<file path="src/rtl/tmr_pkg.sv">
// Shared definitions for the capture/PWM timer.
// Assumes the control register fits in the low 8 bits of the data path.
package tmr_pkg;

    localparam int CTRL_W = 7;

    typedef enum logic [1:0] {
        MODE_PWM      = 2'b00,
        MODE_PWM_DUAL = 2'b01,
        MODE_CAP      = 2'b10,
        MODE_CAP_ALT  = 2'b11
    } tmr_mode_e;

    typedef enum logic [1:0] {
        SEL_CTRL   = 2'd0,
        SEL_COUNT  = 2'd1,
        SEL_RELOAD = 2'd2,
        SEL_CMP    = 2'd3
    } tmr_sel_e;

    typedef struct packed {
        logic [2:0] psel;
        logic       pol;
        tmr_mode_e  mode;
        logic       en;
    } tmr_ctrl_t;

endpackage

</file>
<file path="src/rtl/tmr_prescaler.sv">
// Power-of-two clock divider producing a one-cycle tick.
// Divides by 2^psel; the internal counter is held at zero while disabled,
// so the first tick after enabling arrives 2^psel cycles later.
module tmr_prescaler #(
    parameter int PS_W = 3
) (
    input  logic            clk,
    input  logic            rst_n,
    input  logic            en,
    input  logic [PS_W-1:0] psel,
    output logic            tick
);
    localparam int DIV_W = (1 << PS_W) - 1;

    logic [DIV_W-1:0] div_q;
    logic [DIV_W-1:0] mask;

    // Mask of the low psel bits that must all be ones for a tick.
    always_comb begin
        mask = ~({DIV_W{1'b1}} << psel);
    end

    assign tick = en && ((div_q & mask) == mask);

    // Free-running divider, cleared while the timer is disabled.
    always_ff @(posedge clk) begin
        if (!rst_n || !en) begin
            div_q <= '0;
        end else begin
            div_q <= div_q + 1'b1;
        end
    end

    AST_TICK_SPACING: assert property (@(posedge clk) disable iff (!rst_n)
        (tick && psel != '0) |=> (!tick || psel != $past(psel))) else $error("tick spacing");

endmodule

</file>
<file path="src/rtl/tmr_edge_sync.sv">
// Synchronizes the asynchronous timer input and flags the selected edge.
// Assumes STAGES >= 2; edge_o is a single-cycle pulse.
module tmr_edge_sync #(
    parameter int STAGES = 2
) (
    input  logic clk,
    input  logic rst_n,
    input  logic din,
    input  logic falling,
    output logic edge_o
);
    logic [STAGES-1:0] sync_q;
    logic              last_q;

    // Synchronizer chain, one flop per stage.
    generate
        for (genvar i = 0; i < STAGES; i++) begin : g_sync
            if (i == 0) begin : g_first
                always_ff @(posedge clk) begin
                    if (!rst_n) sync_q[0] <= 1'b0;
                    else        sync_q[0] <= din;
                end
            end else begin : g_next
                always_ff @(posedge clk) begin
                    if (!rst_n) sync_q[i] <= 1'b0;
                    else        sync_q[i] <= sync_q[i-1];
                end
            end
        end
    endgenerate

    // Remember the previous synchronized level for edge detection.
    always_ff @(posedge clk) begin
        if (!rst_n) last_q <= 1'b0;
        else        last_q <= sync_q[STAGES-1];
    end

    assign edge_o = falling ? (last_q && !sync_q[STAGES-1])
                            : (!last_q && sync_q[STAGES-1]);

endmodule

</file>
<file path="src/rtl/tmr_core.sv">
// Count, reload and compare registers with interrupt and cause flag.
// The count restarts at 1 after matching reload; captures copy the
// pre-edge count into the compare register and win over software writes.
module tmr_core #(
    parameter int CNT_W = 16
) (
    input  logic             clk,
    input  logic             rst_n,
    input  logic             en,
    input  logic             tick,
    input  logic             cap_evt,
    input  logic             cnt_wr,
    input  logic             rel_wr,
    input  logic             cmp_wr,
    input  logic [CNT_W-1:0] wdata,
    output logic [CNT_W-1:0] cnt,
    output logic [CNT_W-1:0] reload,
    output logic [CNT_W-1:0] cmp,
    output logic             irq,
    output logic             cap_flag
);
    localparam logic [CNT_W-1:0] CNT_ONE = CNT_W'(1);

    logic rel_evt;

    assign rel_evt = tick && (cnt == reload);

    // Counter: software load first, then reload restart, then increment.
    always_ff @(posedge clk) begin
        if (!rst_n)       cnt <= CNT_ONE;
        else if (cnt_wr)  cnt <= wdata;
        else if (rel_evt) cnt <= CNT_ONE;
        else if (tick)    cnt <= cnt + 1'b1;
    end

    // Reload value register.
    always_ff @(posedge clk) begin
        if (!rst_n)      reload <= '1;
        else if (rel_wr) reload <= wdata;
    end

    // Compare register, also the capture destination.
    always_ff @(posedge clk) begin
        if (!rst_n)       cmp <= '0;
        else if (cap_evt) cmp <= cnt;
        else if (cmp_wr)  cmp <= wdata;
    end

    // Interrupt pulse and sticky cause flag (capture wins a tie).
    always_ff @(posedge clk) begin
        if (!rst_n) begin
            irq      <= 1'b0;
            cap_flag <= 1'b0;
        end else begin
            irq <= cap_evt || rel_evt;
            if (cap_evt)      cap_flag <= 1'b1;
            else if (rel_evt) cap_flag <= 1'b0;
        end
    end

    AST_RELOAD_RESTART: assert property (@(posedge clk) disable iff (!rst_n)
        (tick && cnt == reload && !cnt_wr) |=> (cnt == CNT_ONE && irq)) else $error("reload restart");
    AST_FROZEN: assert property (@(posedge clk) disable iff (!rst_n)
        (!en && !cnt_wr) |=> $stable(cnt)) else $error("count moved while disabled");
    AST_CAP_COPY: assert property (@(posedge clk) disable iff (!rst_n)
        cap_evt |=> (cmp == $past(cnt))) else $error("capture value");
    AST_CAP_FLAG: assert property (@(posedge clk) disable iff (!rst_n)
        cap_evt |=> (cap_flag && irq)) else $error("capture flag");
    AST_IRQ_CAUSE: assert property (@(posedge clk) disable iff (!rst_n)
        (!cap_evt && !rel_evt) |=> !irq) else $error("spurious irq");

endmodule

</file>
<file path="src/rtl/tmr_pwm_out.sv">
// Drives the PWM output and the complementary pin from the count and
// compare registers. Rests at the polarity level when idle or capturing.
module tmr_pwm_out #(
    parameter int CNT_W = 16
) (
    input  logic             en,
    input  tmr_pkg::tmr_mode_e mode,
    input  logic             pol,
    input  logic [CNT_W-1:0] cnt,
    input  logic [CNT_W-1:0] cmp,
    output logic             pwm,
    output logic             pwm_n,
    output logic             pwm_n_oe
);
    import tmr_pkg::*;

    logic active;

    // PWM level: count above compare, inverted by polarity.
    always_comb begin
        active   = en && (mode == MODE_PWM || mode == MODE_PWM_DUAL);
        pwm      = active ? ((cnt > cmp) ^ pol) : pol;
        pwm_n_oe = (mode == MODE_PWM_DUAL);
        pwm_n    = pwm_n_oe ? !pwm : 1'b0;
    end

endmodule

</file>
<file path="src/rtl/cap_pwm_timer.sv">
// Top level: control register, register read mux and submodule wiring.
// Assumes CNT_W >= 8 so the control register and flag fit the data path.
module cap_pwm_timer #(
    parameter int CNT_W   = 16,
    parameter int PS_W    = 3,
    parameter int STAGES  = 2
) (
    input  logic             clk,
    input  logic             rst_n,
    input  logic             wr_en,
    input  logic [1:0]       wr_sel,
    input  logic [CNT_W-1:0] wr_data,
    input  logic [1:0]       rd_sel,
    output logic [CNT_W-1:0] rd_data,
    input  logic             tin_i,
    output logic             pwm_o,
    output logic             pwm_n_o,
    output logic             pwm_n_oe,
    output logic             irq_o,
    output logic             cap_flag_o
);
    import tmr_pkg::*;

    tmr_ctrl_t        ctrl;
    logic             tick;
    logic             edge_seen;
    logic             cap_evt;
    logic [CNT_W-1:0] cnt;
    logic [CNT_W-1:0] reload;
    logic [CNT_W-1:0] cmp;
    logic             unused_wr_hi;

    assign unused_wr_hi = ^wr_data[CNT_W-1:CTRL_W];

    // Control register write.
    always_ff @(posedge clk) begin
        if (!rst_n)                              ctrl <= '0;
        else if (wr_en && wr_sel == SEL_CTRL)    ctrl <= tmr_ctrl_t'(wr_data[CTRL_W-1:0]);
    end

    tmr_prescaler #(.PS_W(PS_W)) u_pre (
        .clk   (clk),
        .rst_n (rst_n),
        .en    (ctrl.en),
        .psel  (ctrl.psel[PS_W-1:0]),
        .tick  (tick)
    );

    tmr_edge_sync #(.STAGES(STAGES)) u_sync (
        .clk     (clk),
        .rst_n   (rst_n),
        .din     (tin_i),
        .falling (ctrl.pol),
        .edge_o  (edge_seen)
    );

    assign cap_evt = edge_seen && ctrl.en && ctrl.mode[1];

    tmr_core #(.CNT_W(CNT_W)) u_core (
        .clk      (clk),
        .rst_n    (rst_n),
        .en       (ctrl.en),
        .tick     (tick),
        .cap_evt  (cap_evt),
        .cnt_wr   (wr_en && wr_sel == SEL_COUNT),
        .rel_wr   (wr_en && wr_sel == SEL_RELOAD),
        .cmp_wr   (wr_en && wr_sel == SEL_CMP),
        .wdata    (wr_data),
        .cnt      (cnt),
        .reload   (reload),
        .cmp      (cmp),
        .irq      (irq_o),
        .cap_flag (cap_flag_o)
    );

    tmr_pwm_out #(.CNT_W(CNT_W)) u_pwm (
        .en       (ctrl.en),
        .mode     (ctrl.mode),
        .pol      (ctrl.pol),
        .cnt      (cnt),
        .cmp      (cmp),
        .pwm      (pwm_o),
        .pwm_n    (pwm_n_o),
        .pwm_n_oe (pwm_n_oe)
    );

    // Combinational register read mux.
    always_comb begin
        unique case (rd_sel)
            SEL_CTRL:   rd_data = CNT_W'({cap_flag_o, ctrl});
            SEL_COUNT:  rd_data = cnt;
            SEL_RELOAD: rd_data = reload;
            default:    rd_data = cmp;
        endcase
    end

    AST_IDLE_LEVEL: assert property (@(posedge clk) disable iff (!rst_n)
        (!ctrl.en || ctrl.mode[1]) |-> (pwm_o == ctrl.pol)) else $error("idle level");
    AST_DUAL_PIN: assert property (@(posedge clk) disable iff (!rst_n)
        !pwm_n_oe |-> !pwm_n_o) else $error("complement pin driven");

endmodule

</file>
<file path="config.mk">
export PLATFORM = sky130hd
export DESIGN_NAME = cap_pwm_timer
export DESIGN_NICKNAME = d
export VERILOG_FILES = /design/src/rtl/tmr_pkg.sv /design/src/rtl/tmr_prescaler.sv /design/src/rtl/tmr_edge_sync.sv /design/src/rtl/tmr_core.sv /design/src/rtl/tmr_pwm_out.sv /design/src/rtl/cap_pwm_timer.sv
export SDC_FILE = /design/constraint.sdc
export NUM_CORES = 1
export LEC_CHECK = 0
export BUFFER_PORTS_ARGS = -buffer_cell sky130_fd_sc_hd__buf_4
export CAP_MARGIN = 20
export CORE_MARGIN = 5
export CORE_UTILIZATION = 62
export CTS_CLUSTER_DIAMETER = 100
export DETAILED_ROUTE_END_ITERATION = 16
export GPL_TIMING_DRIVEN = 0
export HOLD_SLACK_MARGIN = 0.03
export PLACE_DENSITY = 0.84
export SYNTH_ARGS = -nofsm -noshare
export SYNTH_HDL_FRONTEND = slang
export SYNTH_SLANG_ARGS = --single-unit
export TNS_END_PERCENT = 20
</file>
<file path="constraint.sdc">
create_clock -name clk -period 2.9 [get_ports clk]
set_clock_uncertainty 0.15 [all_clocks]
set_input_delay 0.145 -clock clk [delete_from_list [all_inputs] [get_ports clk]]
set_output_delay 0.145 -clock clk [all_outputs]
set_load 0.01 [all_outputs]
</file>
# [Word-level counts from Yosys, hierarchy flattened]
# Index checks and enable logic that the tools add are counted.
[totals] wordCells=64 reg_bits=67 out_inout_bits=21 inputBits=24
[op_classes] n_bitwise=3 add_sub_neg=2 n_mux=11 shifts=1 reduce_logical=25 n_lt_le_gt_ge=1 eq_ne=8
[ops] operator="16-bit two-way mux" n=5
[ops] operator="16-bit case mux with 3 select lines" n=1
[ops] operator="16-bit by 1-bit adder with 16-bit output, second input constant" n=1
[ops] operator="16-bit equality test" n=1
[ops] operator="16-bit greater-than comparator" n=1
[ops] operator="1-bit logical AND" n=11
[ops] operator="7-bit by 1-bit adder with 7-bit output, second input constant" n=1
[ops] operator="7-bit bitwise AND" n=1
[ops] operator="7-bit equality test" n=1
[ops] operator="7-bit NOT" n=1
[ops] operator="7-bit by 3-bit left shift with 7-bit output, first input constant" n=1
[ops] operator="2-bit by 1-bit equality test with 1-bit output, second input constant" n=3
[ops] operator="2-bit equality test, second input constant" n=3
[ops] operator="2-bit logical NOT" n=3
[ops] operator="1-bit logical NOT" n=5
[ops] operator="1-bit two-way mux" n=5
[ops] operator="2-bit nonzero test" n=2
[ops] operator="1-bit logical OR" n=3
[ops] operator="3-bit nonzero test" n=1
[ops] operator="1-bit bitwise XOR" n=1

# [Depth between registers and ports, before layout]
# Gate-level depths: netlist (run 1).
[depth] depth_word=8 depth_mapped=8 ltp_nobuf=8

# [Modules after synthesis]
# Synthesis (run 1) repeated with hierarchy kept, for this count alone.
[unflattened] cells_unflattened=468 hier_area_um2=4254.1
[modules_own_cells] module="tmr_core" n_inst=1 seq_area_each_um2=1001.0 cells_per_inst=292 area_per_inst_um2=2645.0
[modules_own_cells] module="cap_pwm_timer" n_inst=1 seq_area_each_um2=140.1 cells_per_inst=66 area_per_inst_um2=726.9
[modules_own_cells] module="tmr_pwm_out" n_inst=1 seq_area_each_um2=0.0 cells_per_inst=63 area_per_inst_um2=465.4
[modules_own_cells] module="tmr_prescaler" n_inst=1 seq_area_each_um2=140.1 cells_per_inst=38 area_per_inst_um2=315.3
[modules_own_cells] module="tmr_edge_sync" n_inst=1 seq_area_each_um2=60.1 cells_per_inst=9 area_per_inst_um2=101.3

# [Worst setup path after synthesis (run 1)]
# Ideal clock, no wire load.
[synth_timing] kind="register to output" startpoint="reg u_core.cmp[14]" endpoint="out pwm_n_o" required_time_ns=2.605 path_stages_with_launch=9 slack_ns=0.778 n_path_buf=0 arrival_ns=1.827 path_cell_list="dfxtp_1 inv_1 ha_1 nand4_1 or4_1 nor3_1 nor3_1 a21oi_1 and3b_1"
[synth_between] elab_chain_len=5
[synth_lines] element="from (decl)" line_no="tmr_core.sv:18" text="output logic [CNT_W-1:0] cmp,"
[synth_lines] element="from (signal assigned)" line_no="tmr_core.sv:45" text="else if (cap_evt) cmp <= cnt;"
[synth_lines] element="from (signal assigned)" line_no="tmr_core.sv:46" text="else if (cmp_wr) cmp <= wdata;"
[synth_lines] element="16-bit greater-than comparator" line_no="tmr_pwm_out.sv:22" text="pwm = active ? ((cnt > cmp) ^ pol) : pol;"
[synth_lines] element="1-bit bitwise XOR" line_no="tmr_pwm_out.sv:22"
[synth_lines] element="1-bit two-way mux" line_no="tmr_pwm_out.sv:22"
[synth_lines] element="1-bit logical NOT" line_no="tmr_pwm_out.sv:24" text="pwm_n = pwm_n_oe ? !pwm : 1'b0;"
[synth_lines] element="1-bit two-way mux" line_no="tmr_pwm_out.sv:24"
[synth_lines] element="to (decl)" line_no="cap_pwm_timer.sv:17" text="output logic pwm_n_o,"
# Every way passes these cells.

# [Worst setup path in the final report (run 1)]
# Ends and elaborated chain as after synthesis.

==> run_results.csv, run 1 <==
group,metric,value,unit
worst_setup_path,worstPathCellList,"inv_1 > ha_1 > nand4_1 > or4_4 > nor3_2 > nor3_1 > a21oi_1 > and3b_1 > buf_4",
worst_setup_path,path_max_fanout,3,
run,drv_cap,0,
final_layout,fin_util,76.6,%
global_routing,gr-total-overflow,0,
global_routing,antenna_found_initial,0,
drt,drt_iter0_markers,376,
timing,fin_crit,2780,ps
timing,slew_headroom,44.0,%
clocking,clock-sinks,67,
timing,worst_pin_slew,840,ps
worst_setup_path,rrSetupSlack,370,ps
die,dieWidth,91.7,um
timing,period_share,95.8,%
clocking,cts_max_level,3,
logic_synthesis,syn_avg_cell_area,8.35,sq um
logic_synthesis,synth-async-reset-ratio,0,%
die,die_h,91.7,um
die,ios,45,
timing,rsz0062_at_grt,"no",
worst_setup_path,cp-start-kind,"register",
global_routing,grt_pass1_wl,19.8,mm
timing,hold_viol,0,
power_and_ir_drop,power_leakage,2.25,nW
drt,drt-total-wl,12.4,mm
timing,setup_tns,0,ps
clocking,cts_buffer_depth,2,
power_and_ir_drop,ir_drop,0.000250,V
timing,setup_viol,0,
placed_design,pre_cts_ws,410,ps
worst_setup_path,reg2reg_depth,7,
logic_synthesis,synth_flop_cell,"dfxtp_1",
worst_setup_path,reg2reg_from,"u_core.cnt[7]",
final_layout,fin_nets,607,
global_routing,grt_pass1_vias,4011,
final_layout,syn_to_final_growth,18.8,%
drt,routed-via-count,4063,
clocking,cts_tree,"built",
placed_design,globalplace.congestion,1.02,
drt,drtPass1Iterations,5,
timing,fmax,0.360,GHz
clocking,cts_buffers,9,
logic_synthesis,synth_top_area_share,32.4,%
worst_setup_path,crit_slowest_cell,"or4_4",
logic_synthesis,yosys-top-cells-count,"nand2_1 (98), dfxtp_1 (67), nand3_1 (34), o21ai_0 (27), inv_1 (23)",
min_path,whs_endpoint,"u_core.cnt[15]",
die,row_count,29,
logic_synthesis,ys_seq_area_share,32.4,%
timing,final_max_slew_viol_count,0,
logic_synthesis,yosysWarnings,0,
logic_synthesis,synth_top_area_cell,"dfxtp_1",
min_path,min_from,"rst_n",
logic_synthesis,synth_edf_count,0,
min_path,min_path_cells,2,
final_layout,drive_gt1_share,18.1,%
drt,drtAntennaViolNets,0,
die,start_util,64.5,%
logic_synthesis,ys_ff_latch,67,
drt,vias_per_cell,6.28,
worst_setup_path,critPathRequiredTime,2610,ps
worst_setup_path,crit_path_end_kind,"primary output",
final_layout,fillCellCount,493,
timing,hold_slack,205,ps
drt,drc,0,
power_and_ir_drop,power_density,470,nW/um^2
logic_synthesis,netlist_area,4140,sq um
worst_setup_path,r2r_end,"u_core.cnt[12]",
logic_synthesis,synth.distinct_cells,52,
clocking,clk-insertion-delay-late,340,ps
logic_synthesis,syn_inst,496,
timing,worst_slack,122,ps
drt,wl_per_cell,19.2,um
placed_design,portBuffers,41,
clocking,cts.clk_slew.worst_paths,70,ps
final_layout,diodes,0,
min_path,hold_path_class,"input pin to register",
die,dieArea,8410,sq um
clocking,clockRootBuffer,"clkbuf_8",
worst_setup_path,max_stage_delay,570,ps
die,core,6420,sq um
logic_synthesis,synth_fp_nets,538,
logic_synthesis,yosysMostFrequentCell,"nand2_1",
outcome,outcome,"complete, no violations",
logic_synthesis,synthTopCellsByArea,"dfxtp_1 (32%), nand2_1 (8.9%), ha_1 (5.4%)",
global_routing,grt_max_degree,12,
worst_setup_path,path_class,"register to primary output",
global_routing,grtUsageTotal,29.7,%
placed_design,dp.final_hpwl,8.73,mm
worst_setup_path,worst-endpoint-arrival,2480,ps
[placed cells by master (no fill, tap or decap), types with 5 or more instances in the layout]
cell and n:
clkbuf_8 9, nand4_1 7, nor2b_1 10, o21ai_0 27
ha_1 18, clkbuf_1 24, nand3_1 34, nor2_1 16
nand2_1 98, mux4_2 8, mux2i_1 22, o211a_1 16
dfxtp_1 64, mux2_2 10, dlygate4sd3_1 17, buf_4 42
a21oi_1 13, inv_1 23, a22o_1 12, buf_2 10
o21a_1 5, xnor2_1 19
[final cells by class]
cell class                 instances  area, sq um  share of cell area, %
inverter                          23         86.3                   1.75
tap                               77         96.3                   1.96
timing repair buffer              58          478                   9.72
multi-input combinational        370         2570                   52.3
clock inverter                     4         51.3                   1.04
clock buffer                      12          135                   2.75
buffer                            36          155                   3.15
sequential                        67         1350                   27.3
[how the worst max path moves through the flow]
| stage | depth (start not counted) | endpoint | slack, ps | start |
|---|---|---|---|---|
| 2_1_floorplan | 8 | pwm_n_o | 780 | u_core.cmp[14] |
| 3_3_place_gp | 8 | pwm_n_o | 430 | u_core.cnt[13] |
| 3_5_place_dp | 8 | pwm_n_o | 410 | u_core.cnt[13] |
| 4_1_cts | 8 | pwm_n_o | 50 | u_core.cnt[13] |
| 5_1_grt | 8 | pwm_n_o | 5 | u_core.cmp[14] |
| 6_report | 9 | pwm_n_o | 120 | u_core.cmp[14] |
[cell families (layout without fill, tap and decap cells)]
group	count (synthesis)	in the layout	share of synthesized area [%]
simple gates	198	198	23.1
compound gates	92	92	16.2
flops	67	67	32.4
buf+inv	59	133	5.83
mux	40	40	12.4
xor+xnor	22	22	4.65
fa+ha+maj	18	18	5.44
[flip-flops by register name (all words and copies together) (netlist names)]
register	cells
u_core.reload	16
u_pre.div_q	7
ctrl	7
u_core.cap_flag	1
u_core.cmp	16
u_sync.sync_q	2
u_core.cnt	16
u_core.irq	1
u_sync.last_q	1
[through the flow]
step                      std cells  area, sq um  total power (W)
after floorplan                 496         4140          0.00135
after global placement          614         4540          0.00151
after detailed placement        614         4540          0.00152
after CTS                       647         4900          0.00229
after global routing            647         4920          0.00240
final                           647         4920          0.00231
[worst max-delay path, delay by kind of cell (launching register included)]
family / cells / cell delay (ps)
simple gates: 5 / 1160
flops: 1 / 340
fa+ha+maj: 1 / 300
buf+inv: 2 / 190
compound gates: 1 / 160
[repair_timing]
action,4_1_cts,5_1_grt
gates resized for setup,0,6
endpoints found under the hold margin,36,0
endpoints found under the setup margin,0,2
setup buffers,0,0
hold buffers,17,0
[where the power goes]
| group | switching [W] | internal [W] |
|---|---|---|
| Sequential | 0.0000395 | 0.000966 |
| Combinational | 0.000295 | 0.000248 |
| Clock | 0.000365 | 0.000399 |
| Total | 0.000700 | 0.00161 |
[layer usage]
metal | vias up | track usage (%) | share of wire [%]
met3 | 45 | 5.07 | 8.1
li1 | 1873 | - | -
met5 | - | 0 | 0
met2 | 202 | 49.1 | 48
met4 | 0 | 15.3 | 3.8
met1 | 1943 | 37.3 | 40
Power figures use the tool's default switching activity.
==> inputs of run 2 (changes only) <==
CORE_MARGIN = unset   (was 5)
PLACE_DENSITY = 0.93   (was 0.84)
==> run 2 against run 1 <==
Worst setup slack got worse by 60 ps. First-iteration DRC count is 32% higher. Register-to-register slack better by 30 ps. Sequential share of layout area down 0.19 points. Final cell count increased by 0.15%. Clock power up 5.9%. Highest routed layer unchanged.
==> run_results.csv, run 2 (synthesis gave the netlist of run 1 again) <==
group,metric,value,unit
die,dieArea,7010,sq um
worst_setup_path,cp-start-kind,"register",
timing,setup_viol,0,
clocking,cts_tree,"built",
global_routing,grtUsageTotal,37.5,%
die,die_h,83.7,um
drt,drt_iter0_markers,498,
drt,drc,0,
min_path,min_from,"rst_n",
die,ios,45,
power_and_ir_drop,power_leakage,2.27,nW
drt,drtPass1Iterations,5,
global_routing,grt_pass1_vias,4208,
timing,fmax,0.352,GHz
final_layout,syn_to_final_growth,20.0,%
power_and_ir_drop,power_density,477,nW/um^2
global_routing,grt_max_degree,13,
drt,routed-via-count,4150,
placed_design,globalplace.congestion,0.939,
final_layout,fillCellCount,418,
die,start_util,64.8,%
final_layout,final_common_cell,"nand2_1",
min_path,whs_endpoint,"u_core.cnt[15]",
final_layout,multi_input_area,2590,sq um
timing,final_max_slew_viol_count,0,
timing,period_share,97.9,%
power_and_ir_drop,ir_drop,0.000367,V
die,row_count,29,
final_layout,drive_gt1_share,19.4,%
timing,fin_crit,2840,ps
worst_setup_path,path_max_fanout,8,
drt,drt-total-wl,12.7,mm
timing,slew_headroom,46.9,%
worst_setup_path,reg2reg_depth,7,
min_path,min_path_cells,2,
worst_setup_path,rrSetupSlack,400,ps
outcome,outcome,"complete, no violations",
final_layout,top_regs,"u_core.cmp (16), u_core.cnt (16), u_core.reload (16)",
min_path,hold_path_class,"input pin to register",
placed_design,portBuffers,41,
final_layout,fin_nets,608,
clocking,cts.clk_slew.worst_paths,70,ps
drt,drtAntennaViolNets,0,
clocking,cts_max_level,3,
global_routing,grt_pass1_wl,20.4,mm
clocking,clk-insertion-delay-late,360,ps
die,core,6390,sq um
final_layout,fin_util,77.8,%
run,drv_cap,0,
worst_setup_path,worst-endpoint-arrival,2540,ps
timing,worst_pin_slew,797,ps
timing,hold_viol,0,
worst_setup_path,crit_path_end_kind,"primary output",
drt,wl_per_cell,19.6,um
global_routing,antenna_found_initial,0,
drt,vias_per_cell,6.40,
worst_setup_path,reg2reg_from,"u_core.cnt[14]",
die,dieWidth,83.7,um
clocking,cts_buffer_depth,2,
clocking,cts_buffers,9,
power_and_ir_drop,p_total,0.00237,W
worst_setup_path,critPathRequiredTime,2610,ps
global_routing,gr-total-overflow,0,
placed_design,dp.final_hpwl,8.63,mm
final_layout,seqCellArea,1350,sq um
worst_setup_path,r2r_end,"u_core.cnt[3]",
clocking,clockRootBuffer,"clkbuf_8",
worst_setup_path,path_class,"register to primary output",
final_layout,diodes,0,
clocking,clock-sinks,67,
final_layout,layout.cells.most_common_list,"nand2_1 (98), dfxtp_1 (61), buf_4 (43)",
## run 2: repair_timing
action | 4_1_cts | 5_1_grt
resized for setup | 1 | 10
pin swaps | 0 | 4
setup buffers | 0 | 1
hold buffers | 17 | 0
endpoints found under the hold margin | 42 | 0
setup endpoints to repair | 1 | 2
## run 2: power by group
part           leakage [nW]  internal [W]  switching [W]
clock network        0.0957      0.000424       0.000385
registers             0.550      0.000966      0.0000414
logic                  1.62      0.000255       0.000300
## run 2: worst max path at each step
stage,from,end
detailed placement,u_core.cnt[13],pwm_n_o
CTS,u_core.cnt[13],pwm_n_o
floorplan,u_core.cmp[14],pwm_n_o
global placement,u_core.cnt[13],pwm_n_o
global route,u_core.cmp[14],pwm_n_o
finish,u_core.cnt[13],pwm_n_o
## run 2: layer usage
metal | up-vias | part of all wire (%) | GRT usage, %
met5 | - | 0 | 0
met2 | 280 | 48 | 62.3
met1 | 1926 | 38 | 45.4
li1 | 1879 | - | -
met3 | 65 | 9.2 | 6.82
met4 | 0 | 5.0 | 21.7
## run 2: per-stage QoR
step	TNS [ps]	instances	hold WS (ps)	worst slack, ps	instance area [sq um]
floorplan	0	496	119	778	4140
global placement	0	614	209	432	4540
detailed placement	0	614	227	352	4540
CTS	0	647	173	3.53	4920
global route	-3.81	648	213	-3.81	4970
finish	0	648	178	62.1	4970
## run 2: cell type report
| type | instances | area share, % |
|---|---|---|
| clock buffers | 11 | 2.85 |
| inverters | 23 | 1.74 |
| clock inverters | 5 | 1.26 |
| multi-input cells | 370 | 52.2 |
| flip-flops and latches | 67 | 27.2 |
| repair buffers | 59 | 9.77 |
| well taps | 77 | 1.94 |
| plain buffers | 36 | 3.12 |
## run 2: worst max-delay path, stage by stage (launching register included)
cell and delay [ps]:
dfxtp_2 370, ha_1 320, nand4_1 190, or4_4 600, nor3_2 120, nor3_1 80, a21oi_1 180, and3b_1 190
buf_4 140
